File: src/rtl/rs485_dir_pkg.sv
package rs485_dir_pkg;
  typedef enum logic [1:0] {
    DIR_IDLE   = 2'd0,
    DIR_ACTIVE = 2'd1,
    DIR_HOLD   = 2'd2
  } dirState_e;

  typedef struct packed {
    logic load;
    logic run;
  } dlyCmd_t;
endpackage

File: src/rtl/rs485_dir_delay.sv
module rs485_dir_delay
  import rs485_dir_pkg::*;
#(
  parameter int OVS   = 16,
  parameter int DLY_W = 4
) (
  input  logic             clk,
  input  logic             rst_n,
  input  dlyCmd_t          cmd,
  input  logic             baudTick,
  input  logic [DLY_W-1:0] delayCfg,
  output logic             done
);
  localparam int TW = (OVS > 2) ? $clog2(OVS) : 1;
  localparam logic [TW-1:0] TICK_LAST = TW'(OVS - 1);

  logic [TW-1:0]    tickCnt;
  logic [DLY_W-1:0] bitCnt;
  logic             bitEnd;

  assign bitEnd = cmd.run && baudTick && (tickCnt == TICK_LAST);
  assign done   = bitEnd && (bitCnt == DLY_W'(1));

  always_ff @(posedge clk or negedge rst_n) begin
    if (!rst_n) begin
      tickCnt <= '0;
      bitCnt  <= '0;
    end else if (cmd.load) begin
      tickCnt <= '0;
      bitCnt  <= delayCfg;
    end else if (cmd.run && baudTick) begin
      if (bitEnd) begin
        tickCnt <= '0;
        bitCnt  <= bitCnt - DLY_W'(1);
      end else begin
        tickCnt <= tickCnt + TW'(1);
      end
    end
  end


  run_nonzero_chk: assert property (@(posedge clk) disable iff (!rst_n)
    cmd.run |-> (bitCnt != '0));
endmodule

File: src/rtl/rs485_dir_fsm.sv
module rs485_dir_fsm
  import rs485_dir_pkg::*;
#(
  parameter int DLY_W = 4
) (
  input  logic             clk,
  input  logic             rst_n,
  input  logic             strapEn,
  input  logic             swEn,
  input  logic [DLY_W-1:0] delayCfg,
  input  logic             txBusy,
  input  logic             fifoEmpty,
  input  logic             done,
  output dlyCmd_t          cmd,
  output logic             dirOn,
  output logic             featEn
);
  dirState_e state, stateNxt;
  logic      strapQ, sampledQ, txReq;

  always_ff @(posedge clk or negedge rst_n) begin
    if (!rst_n) begin
      strapQ   <= 1'b0;
      sampledQ <= 1'b0;
    end else if (!sampledQ) begin
      strapQ   <= strapEn;
      sampledQ <= 1'b1;
    end
  end

  assign featEn = strapQ || swEn;
  assign txReq  = txBusy || !fifoEmpty;

  always_comb begin
    stateNxt = state;
    cmd      = '0;
    if (!featEn) begin
      stateNxt = DIR_IDLE;
    end else begin
      unique case (state)
        DIR_IDLE:   if (txReq) stateNxt = DIR_ACTIVE;
        DIR_ACTIVE: if (!txReq) begin
          if (delayCfg == '0) begin
            stateNxt = DIR_IDLE;
          end else begin
            stateNxt = DIR_HOLD;
            cmd.load = 1'b1;
          end
        end
        DIR_HOLD: begin
          if (txReq) begin
            stateNxt = DIR_ACTIVE;
          end else begin
            cmd.run = 1'b1;
            if (done) stateNxt = DIR_IDLE;
          end
        end
        default: stateNxt = DIR_IDLE;
      endcase
    end
  end

  always_ff @(posedge clk or negedge rst_n) begin
    if (!rst_n) state <= DIR_IDLE;
    else        state <= stateNxt;
  end

  assign dirOn = (state != DIR_IDLE);


  busy_raises_chk: assert property (@(posedge clk) disable iff (!rst_n)
    (featEn && txReq) |=> dirOn);

  disabled_idle_chk: assert property (@(posedge clk) disable iff (!rst_n)
    !featEn |=> !dirOn);

  zero_delay_chk: assert property (@(posedge clk) disable iff (!rst_n)
    (featEn && state == DIR_ACTIVE && !txReq && delayCfg == '0) |=> !dirOn);

  hold_abort_chk: assert property (@(posedge clk) disable iff (!rst_n)
    (featEn && state == DIR_HOLD && txReq) |=> (state == DIR_ACTIVE));
endmodule

File: src/rtl/rs485_dir_ctl.sv
module rs485_dir_ctl
  import rs485_dir_pkg::*;
#(
  parameter int OVS   = 16,
  parameter int DLY_W = 4
) (
  input  logic             clk,
  input  logic             rst_n,
  input  logic             strapEn,
  input  logic             swEn,
  input  logic             pinSel,
  input  logic [DLY_W-1:0] delayCfg,
  input  logic             baudTick,
  input  logic             txBusy,
  input  logic             fifoEmpty,
  output logic             rtsOut,
  output logic             dtrOut,
  output logic             txIntSel
);
  dlyCmd_t dlyCmd;
  logic    dlyDone, dirOn, featEn;

  rs485_dir_fsm #(.DLY_W(DLY_W)) fsm_i (
    .clk(clk), .rst_n(rst_n), .strapEn(strapEn), .swEn(swEn),
    .delayCfg(delayCfg), .txBusy(txBusy), .fifoEmpty(fifoEmpty),
    .done(dlyDone), .cmd(dlyCmd), .dirOn(dirOn), .featEn(featEn)
  );

  rs485_dir_delay #(.OVS(OVS), .DLY_W(DLY_W)) delay_i (
    .clk(clk), .rst_n(rst_n), .cmd(dlyCmd), .baudTick(baudTick),
    .delayCfg(delayCfg), .done(dlyDone)
  );

  assign rtsOut   = dirOn && !pinSel;
  assign dtrOut   = dirOn &&  pinSel;
  assign txIntSel = featEn;


  pins_exclusive_chk: assert property (@(posedge clk) disable iff (!rst_n)
    !(rtsOut && dtrOut));
endmodule

File: config.mk
export PLATFORM = sky130hd
export DESIGN_NAME = rs485_dir_ctl
export DESIGN_NICKNAME = d
export VERILOG_FILES = /design/src/rtl/rs485_dir_pkg.sv /design/src/rtl/rs485_dir_delay.sv /design/src/rtl/rs485_dir_fsm.sv /design/src/rtl/rs485_dir_ctl.sv
export SDC_FILE = /design/constraint.sdc
export NUM_CORES = 1
export LEC_CHECK = 0
export BUFFER_PORTS_ARGS = -buffer_cell sky130_fd_sc_hd__buf_2
export CAP_MARGIN = 15
export CORE_MARGIN = 5
export CORE_UTILIZATION = 35
export CTS_CLUSTER_DIAMETER = 40
export DETAILED_ROUTE_END_ITERATION = 10
export PLACE_DENSITY = 0.61
export SLEW_MARGIN = 25
export SYNTH_ARGS = -nofsm -noshare
export SYNTH_HDL_FRONTEND = slang
export SYNTH_SLANG_ARGS = --single-unit
File: constraint.sdc
create_clock -name clk -period 1.7 [get_ports clk]
set_clock_uncertainty 0.2 [all_clocks]
set_input_delay 0.34 -clock clk [delete_from_list [all_inputs] [get_ports clk]]
set_output_delay 0.34 -clock clk [all_outputs]
set_load 0.01 [all_outputs]
# Yosys cells after proc, flatten, opt, wreduce, memory -nomap -nowiden
# Cells that the tools add are included.
[word_totals]
regBits = 12
latch_bits = 0
mem_bits_rw = 0
rom_bits = 0
inputBits = 12
out_inout_bits = 3
word_cells = 49
memories = 0
[op_classes]
add_sub_neg = 2
mul = 0
div = 0
order_cmp = 0
eq_ne = 7
shift = 0
mux = 19
bitwise = 0
n_reduce_logical = 16
[ops]
columns = ["op", "n"]
rows = [
  ["$mux 4", 6],
  ["$mux 2", 7],
  ["$pmux 2 s3", 1],
  ["$reduce_bool 2->1", 3],
  ["$logic_and 1x1->1", 5],
  ["$mux 1", 5],
  ["$add 4x1->4 const B", 1],
  ["$eq 4x1->1 const B", 1],
  ["$eq 4x4->1 const B", 1],
  ["$logic_not 4->1", 1],
  ["$ne 4x2->1 const B", 1],
  ["$sub 4x1->4 const B", 1],
  ["$ne 3x2->1 const B", 1],
  ["$ne 3x3->1 const B", 1],
  ["$reduce_and 3->1", 1],
  ["$eq 2x1->1 const B", 1],
  ["$eq 2x2->1 const B", 1],
  ["$logic_not 1->1", 2],
  ["$logic_not 2->1", 1],
  ["$logic_or 1x1->1", 2],
  ["$reduce_and 2->1", 1],
]

# Logic depth before layout (Yosys ltp)
# Gate-level depths: netlist (run 1).
[logic_depth]
depth_word = 12
ltp_mapped = 6
ltp_nobuf = 6

# Cells and area by module
# A second synthesis (run 1) with hierarchy kept.
[unflattened]
cells_unflattened = 69
hier_area_um2 = 668.1
[by_module_without_submodules]
columns = ["module", "n_inst", "cells_each", "area_each_um2", "seq_area_each_um2"]
rows = [
  ["rs485_dir_delay", 1, 49, 454.2, 200.2],
  ["rs485_dir_fsm", 1, 18, 197.7, 100.1],
  ["rs485_dir_ctl", 1, 2, 16.3, 0.0],
]

# Worst setup path after synthesis (run 1)
# Ideal clock, no wire load.
[synth_path]
path_type = "input -> register"
from = "in txBusy"
to = "reg delay_i.bitCnt[1]"
setup_ns = 0.130
arrival_ns = 1.178
required_ns = 1.370
path_slack_ns = 0.192
cell_stages = 5
path_buffers = 0
path_cell_list = "nand2b_4 -> nor4b_4 -> o41ai_2 -> nand2_1 -> o221ai_2"
[synth_via]
elab_chain_len = 8
word_cells_on_any_way = 12
cone_classes = "mux (6); reduce/logical (6)"
[synth_rtl]
columns = ["element", "line_no", "text"]
rows = [
  ["start: declaration", "rs485_dir_ctl.sv:14", "input logic txBusy,"],
  ["$logic_or 1x1->1 *", "rs485_dir_fsm.sv:32", "assign txReq = txBusy || !fifoEmpty;"],
  ["$mux 1", "rs485_dir_fsm.sv:51", "if (txReq) begin"],
  ["$mux 1", "rs485_dir_fsm.sv:40", "unique case (state)"],
  ["$mux 2 *", "rs485_dir_fsm.sv:37", "if (!featEn) begin"],
  ["$logic_and 1x1->1", "rs485_dir_delay.sv:21, rs485_dir_delay.sv:31", ""],
  ["$logic_and 1x1->1", "rs485_dir_delay.sv:21", "assign bitEnd = cmd.run && baudTick && (tickCnt == TICK_LAST);"],
  ["$reduce_bool 2->1 (no source line)", "n/a", ""],
  ["$reduce_and 2->1 (no source line)", "n/a", ""],
  ["end signal: assignment", "rs485_dir_delay.sv:30", "bitCnt <= delayCfg;"],
  ["end signal: assignment", "rs485_dir_delay.sv:34", "bitCnt <= bitCnt - DLY_W'(1);"],
  ["end: declaration", "rs485_dir_delay.sv:18", "logic [DLY_W-1:0] bitCnt;"],
]
# Every way passes the cells marked *; elsewhere a longest branch is shown, timed or not.
# A chain may end at the register's enable or synchronous reset.

# Worst setup path in the final report (run 1)
[layout_path]
from = "reg delay_i.tickCnt[0]"
to = "reg delay_i.bitCnt[3]"
[layout_via]
elab_chain_len = 4
[layout_rtl]
columns = ["element", "line_no", "text"]
rows = [
  ["start: declaration", "rs485_dir_delay.sv:17", "logic [TW-1:0] tickCnt;"],
  ["start signal: assignment", "rs485_dir_delay.sv:36", "tickCnt <= tickCnt + TW'(1);"],
  ["$eq 4x4->1", "rs485_dir_delay.sv:21", ""],
  ["$logic_and 1x1->1", "rs485_dir_delay.sv:21", ""],
  ["$reduce_bool 2->1 (no source line)", "n/a", ""],
  ["$reduce_and 2->1 (no source line)", "n/a", ""],
]
# No other way between the ends.

==> results by group, run 1 <==
Final layout
  • Filler instances: 201
  • Layout area overhead: 24.4%
  • Post-layout util: 0.445
  • Most frequent cells in the layout: buf_2 (14), dfrtp_1 (12), nand2_1 (9)
  • ANT cells: 0
  • Finished Layout Cells: 112
  • Layout cell share with drive strength beyond 1: 0.412
  • Most common cell after layout, fill and taps aside: buf_2
  • # nets final: about 100

Synth
  • Mapped Area: 687 um^2
  • Post-synth EDFFs: 0
  • Post-Synthesis Cells: 65
  • Yosys cell types: 28
  • Main synth FF type: dfrtp_1
  • Syn_area_per_cell: approximately 11 um^2
  • Seq cells post-synth: 12
  • Synthesized net count: 80
  • Syn. warnings: 0
  • Seq/Total Area, Yosys: 0.437
  • Post-synth ARST share: 1.00

Detailed routing
  • Via count: 546
  • Drt drc: 0
  • DRT Pass-1 Iters: 4
  • Iter 0 DRT Violations: 8
  • Post-DRT Antenna Nets: 0
  • Routed wire per std cell: 12.7 um
  • Total Routed Length: between 1000 and 1500 um
  • Routed vias/inst: 4.88

Floorplanning
  • Initial core utilization: 0.357
  • Die area: 2950 um^2
  • Site Rows: 16
  • Core footprint: 1920 um^2
  • Top Ports: 15
  • Chip width: around 54 um
  • Die height: about 54 um

Global route
  • Initial antenna violation count: 0
  • Number of global-route vias before repair: 550
  • Largest net degree at the start of global routing: 13
  • Grt ovf: 0
  • GR Util All Layers: 0.110
  • Global-route wire length before repair: 2260 um

Clocking
  • Clock tree sinks: 12
  • Skew-Pair Late Insertion Delay: 0.26 ns
  • Num CTS Buffers: 3
  • Reg clk slew, reported paths: 0.07 ns
  • CTS max path bufs: 2
  • CTS tree: built
  • H-tree levels: 1
  • Root Driver: clkbuf_4

Timing
  • Slew headroom: 0.653
  • Fin Setup TNS: 0 ns
  • PnR worst setup slack: 0.0368 ns
  • Crit share post-route: 0.978
  • Slew Limit Fails: 0
  • Final Setup Violations: 0
  • Fin crit period: 1.66 ns
  • RSZ-0062 raised after global routing: true
  • Worst-Margin Slew: slightly above 0.5 ns
  • Final Hold Viols: 0
  • Max Freq: 601 MHz

Power
  • Worst vdd ir: ~0.34 mV
  • Leak: 0.000407 uW
  • Power density over cell area: 802 nW/um^2
  • Total power: 686 uW

Worst setup path
  • Crit path capture type: flip-flop
  • Ordered cell list for the critical path: ha_2 > nand4_1 > nor4_4 > nand2_1 > xor2_1 > o21ai_2
  • Critical path's largest stage delay: 0.38 ns
  • CP required: 1.66 ns
  • Worst-path fanout max: 3
  • Setup CP Type: flip-flop to flip-flop
  • Critical path buffers and inverters: 0
  • Setup crit start kind: flip-flop
  • CP max stage cell: dfrtp_1
  • Worst EP arrival: 1.62 ns
  • Crit-path leading delay family: simple AND/OR/NAND/NOR gates

Placement
  • Place WS: -0.0330 ns
  • Port Buffers: 14
  • Placed cells: 107
  • GP Congestion: 0.870
  • HPWL Detailed: 1150 um

Worst hold path
  • Hold WC Path Type: input port to flip-flop

Job
  • Max-cap violations: 0

Outcome
  • Status: complete, no violations
==> timing repair <==
action | 4_1_cts | 5_1_grt
setup endpoints to repair | 1 | 6
buffers inserted | 0 | 1
hold endpoints to repair | 12 | 0
gates resized for setup | 1 | 4
pin swaps | 0 | 2
hold buffers | 1 | 0
==> power breakdown <==
group          leakage, uW  total (uW)  internal, uW  switching (uW)
clock network    0.0000138         167          81.8            85.0
logic             0.000241         167          76.3            90.5
registers         0.000152         352           322            29.8
total             0.000407         686           480             205
==> flip-flops by register name, indices dropped and copies added (netlist names) <==
register         cells
delay_i.bitCnt       4
delay_i.tickCnt      4
fsm_i.sampledQ       1
fsm_i.state          2
fsm_i.strapQ         1
==> cell type report <==
cell class	count	area, um^2	share of cell area
Tap cell	27	33.8	0.0395
Clock buffer	3	22.5	0.0264
Inverter	4	15.0	0.0176
Sequential cell	12	300	0.351
Timing Repair Buffer	17	95.1	0.111
Multi-Input combinational cell	49	388	0.454
==> Yosys cell counts (2+ instances only) <==
master | count | area [um^2]
xor2_1 | 5 | 43.8
ha_1 | 3 | 37.5
inv_1 | 4 | 15.0
dfrtp_1 | 12 | 300
o21ai_2 | 2 | 17.5
nor2_1 | 7 | 26.3
nand2_1 | 10 | 37.5
nand3_1 | 2 | 10.0
==> final timing paths <==
| path | startpoint | end | slack (ns) | depth (start not counted) |
|---|---|---|---|---|
| hold reg to reg | fsm_i.sampledQ$_DFF_PN0_ | fsm_i.strapQ$_DFFE_PN0N_ | 0.30 | 1 |
| setup reg to reg | delay_i.tickCnt[0]$_DFFE_PN0P_ | delay_i.bitCnt[3]$_DFFE_PN0P_ | 0.04 | 6 |
| max in group asynchronous | rst_n | fsm_i.sampledQ$_DFF_PN0_ | 0.81 | 2 |
| hold / removal | strapEn | fsm_i.strapQ$_DFFE_PN0N_ | 0.11 | 2 |
| min in group asynchronous | rst_n | delay_i.bitCnt[0]$_DFFE_PN0P_ | 0.27 | 2 |
| setup / recovery | delay_i.tickCnt[0]$_DFFE_PN0P_ | delay_i.bitCnt[3]$_DFFE_PN0P_ | 0.04 | 6 |
==> stage by stage <==
stage	cell area [um^2]	hold slack [ns]
floorplan	687	-0.156
global placement	798	0.0366
detailed placement	798	0.0376
CTS	836	0.104
global route	855	0.117
finish	855	0.109
==> per-layer routing <==
metal | GRT usage | wire [um]
met3 | 0.0272 | 76
met4 | 0.0705 | 40
met5 | 0 | 0
met2 | 0.187 | 743
met1 | 0.120 | 558
==> kinds of logic after synthesis <==
family	Yosys count	synth area share
flip-flops	12	0.437
other	1	0.00546
AND/OR/NAND/NOR	29	0.264
adder cells (fa/ha/maj)	3	0.0547
AO/OA/AOI/OAI	9	0.122
buffers and inverters	4	0.0219
multiplexers	2	0.0310
XOR/XNOR	5	0.0637
==> worst reg2reg max path: stages (launching register included) <==
cell and delay (ns):
dfrtp_1 0.38, ha_2 0.20, nand4_1 0.16, nor4_4 0.27
nand2_1 0.11, xor2_1 0.17, o21ai_2 0.07
No activity file was read; power rests on OpenSTA's default activity.
==> inputs of run 2 (changes only) <==
--- a/config.mk
+++ b/config.mk
@@ -7,11 +7,13 @@
 export LEC_CHECK = 0
 export BUFFER_PORTS_ARGS = -buffer_cell sky130_fd_sc_hd__buf_2
 export CAP_MARGIN = 15
+export CELL_PAD_IN_SITES_DETAIL_PLACEMENT = 0
+export CELL_PAD_IN_SITES_GLOBAL_PLACEMENT = 1
 export CORE_MARGIN = 5
 export CORE_UTILIZATION = 35
 export CTS_CLUSTER_DIAMETER = 40
 export DETAILED_ROUTE_END_ITERATION = 10
-export PLACE_DENSITY = 0.61
+export PLACE_DENSITY = 0.77
 export SLEW_MARGIN = 25
 export SYNTH_ARGS = -nofsm -noshare
 export SYNTH_HDL_FRONTEND = slang
==> constraint.sdc (replaced) <==
create_clock -name clk -period 1.45 [get_ports clk]
set_clock_uncertainty 0.2 [all_clocks]
set_input_delay 0.29 -clock clk [delete_from_list [all_inputs] [get_ports clk]]
set_output_delay 0.29 -clock clk [all_outputs]
set_load 0.01 [all_outputs]
==> run 2 against run 1 <==
The run now ends with setup timing left; hold slack lost 0.061 ns; total power up 35%; worst setup slack got worse by 0.18 ns; non-clock buffer count up 10; core utilization up 8.3 points; routed wire length rose by 8.0%; critical endpoint is now delay_i.bitCnt[0]$_DFFE_PN0P_; highest routed layer is now met3.
==> results by group, run 2 (synthesized netlist as in run 1, its figures left out) <==
Worst setup path
  • Crit path capture type: flip-flop
  • Crit-path leading delay family: simple AND/OR/NAND/NOR gates
  • Worst-path fanout max: 4 (+1)
  • CP required: 1.39 ns (-0.27 ns)
  • Worst EP arrival: 1.53 ns (-0.09 ns)
  • Reg2reg start: fsm_i.strapQ$_DFFE_PN0N_
  • Reg2reg setup slack: -0.14 ns (-0.18 ns)
  • Critical path buffers and inverters: 0 (unchanged)
  • Ordered cell list for the critical path: nor2_4 > nor4b_4 > o41ai_4 > o22ai_2 > a31oi_1
  • R2R depth: 5 (-1)
  • Reg2reg end: delay_i.bitCnt[0]$_DFFE_PN0P_
  • CP max stage cell: dfrtp_1
  • Critical path's largest stage delay: 0.39 ns (about the same)
  • Setup crit start kind: flip-flop
  • Setup CP Type: flip-flop to flip-flop

Placement
  • HPWL Detailed: 1100 um (-4.5%)
  • GP Congestion: 0.849 (-2.4%)
  • Placed inst area: 843 um^2 (+5.6%)
  • Port Buffers: 14 (unchanged)

Power
  • Power density over cell area: 910 nW/um^2 (+13%)
  • Pint: 650 uW (+35%)
  • Total power: 922 uW (+35%)
  • Clk network pwr share: 0.290 (+0.047)
  • Switching Power: 272 uW (+33%)
  • Leak: 0.000478 uW (+17%)
  • Switching Share: 0.295 (-0.00437)
  • Worst vdd ir: 0.589 mV (+71%)
  • Flop pwr share: 0.447 (-0.067)
  • Combinational power share: 0.263 (+0.020)

Timing
  • Final Hold Viols: 0 (unchanged)
  • Fin Setup TNS: -0.887 ns (-0.887 ns)
  • PnR worst setup slack: -0.141 ns (-0.177 ns)
  • Crit share post-route: 1.10 (+0.119)
  • RSZ-0062 raised after global routing: true
  • Fin crit period: 1.59 ns (-0.0725 ns)
  • Max Freq: 629 MHz (+4.6%)
  • Final Setup Violations: 12 (+12)
  • Slew Limit Fails: 0 (unchanged)

Final layout
  • Most common cell after layout, fill and taps aside: buf_2
  • ANT cells: 0 (unchanged)
  • # nets final: 112 (+9.8%)
  • Most frequent cells in the layout: buf_2 (13), dfrtp_1 (11), buf_4 (10)
  • FF/Latch Area: 302 um^2 (+0.42%)
  • Area of the multi-input gates: 434 um^2 (+12%)
  • Filler instances: 187 (-7.0%)
  • Post-layout util: 0.527 (+0.0827)
  • Final instance area: 1010 um^2 (+19%)
  • Layout cell share with drive strength beyond 1: 0.542 (+0.130)
  • Biggest registers after layout: delay_i.bitCnt (4), delay_i.tickCnt (4), fsm_i.state (2)
  • Layout area overhead: 47.5%

Global route
  • Grt ovf: 0 (unchanged)
  • Largest net degree at the start of global routing: 13 (unchanged)
  • Global-route wire length before repair: 2580 um (+14%)
  • Initial antenna violation count: 0 (unchanged)
  • GR Util All Layers: 0.126 (+0.0160)
  • Number of global-route vias before repair: 574 (+4.4%)

Worst hold path
  • Hold path start: strapEn
  • Hold path endpoint: fsm_i.strapQ$_DFFE_PN0N_
  • Hold path depth: 2 (unchanged)
  • Hold WC Path Type: input port to flip-flop

Clocking
  • CTS tree: built
  • Root Driver: clkbuf_4
  • CTS max path bufs: 2 (unchanged)
  • Reg clk slew, reported paths: 0.07 ns (about the same)
  • H-tree levels: 1 (unchanged)
  • Clock tree sinks: 12 (unchanged)
  • Skew-Pair Late Insertion Delay: 0.27 ns (about the same)
  • Num CTS Buffers: 3 (unchanged)

Floorplanning
  • Chip width: 54.3 um (unchanged)
  • Site Rows: 16 (unchanged)
  • Top Ports: 15 (unchanged)
  • Die area: 2950 um^2 (unchanged)
  • Initial core utilization: 0.357 (unchanged)
  • Core footprint: 1920 um^2 (unchanged)
  • Die height: 54.3 um (unchanged)

Outcome
  • Status: finished, violations left
  • Violated checks: setup timing

Detailed routing
  • Via count: 556 (+1.8%)
  • Routed wire per std cell: 12.5 um (-1.6%)
  • Drt drc: 0 (unchanged)
  • Routed vias/inst: 4.52 (-7.3%)
  • Total Routed Length: 1530 um (+8.0%)
  • Post-DRT Antenna Nets: 0 (unchanged)
  • DRT Pass-1 Iters: 4 (unchanged)
  • Iter 0 DRT Violations: 5 (-3)

Job
  • Max-cap violations: 0 (unchanged)
run 2: area by class of cell:
cell class,instances,share of cell area
inverters,4,0.0148
well taps,27,0.0333
repair buffers,27,0.190
clock buffers,4,0.0358
multi-input cells,49,0.428
flip-flops and latches,12,0.298
run 2: worst max path at each step:
stage | startpoint | end | slack [ns] | depth (start not counted)
after floorplan | fsm_i.state[1]$_DFFE_PN0P_ | delay_i.bitCnt[1]$_DFFE_PN0P_ | -0.04 | 4
after global placement | txBusy | delay_i.bitCnt[1]$_DFFE_PN0P_ | -0.16 | 6
after detailed placement | txBusy | delay_i.bitCnt[1]$_DFFE_PN0P_ | -0.16 | 6
after CTS | fsm_i.strapQ$_DFFE_PN0N_ | delay_i.bitCnt[0]$_DFFE_PN0P_ | -0.12 | 5
after global routing | delay_i.tickCnt[1]$_DFFE_PN0P_ | delay_i.bitCnt[3]$_DFFE_PN0P_ | -0.25 | 6
final | fsm_i.strapQ$_DFFE_PN0N_ | delay_i.bitCnt[0]$_DFFE_PN0P_ | -0.14 | 5
run 2: metal layers:
| layer | up-vias | global-route usage | share of wire |
|---|---|---|---|
| met5 | - | 0 | 0 |
| met4 | 0 | 0.0498 | 0 |
| met3 | 0 | 0.0245 | 0.027 |
| met2 | 11 | 0.211 | 0.56 |
| met1 | 260 | 0.157 | 0.41 |
| li1 | 285 | - | - |
run 2: what timing repair did:
action                                  CTS  global route
gates resized for setup                  14             3
endpoints found under the setup margin   11            11
setup buffers                             3             2
pin swaps                                 6             4
cloned                                    0             0
hold endpoints to repair                 12             0
hold buffers                              1             0
run 2: per-stage QoR:
step	setup WS, ns	instances	hold slack, ns
finish	-0.141	123	0.0476
floorplan	-0.0438	65	-0.206
detailed placement	-0.160	113	-0.0186
global route	-0.251	123	0.0306
CTS	-0.123	121	0.0409
global placement	-0.158	113	-0.0157
run 2: power groups by stage:
stage | clock network (uW) | logic (uW) | registers (uW)
floorplan | 0 | 127 | 411
global placement | 0 | 195 | 417
detailed placement | 0 | 198 | 417
CTS | 277 | 236 | 413
global route | 297 | 272 | 421
finish | 267 | 243 | 412
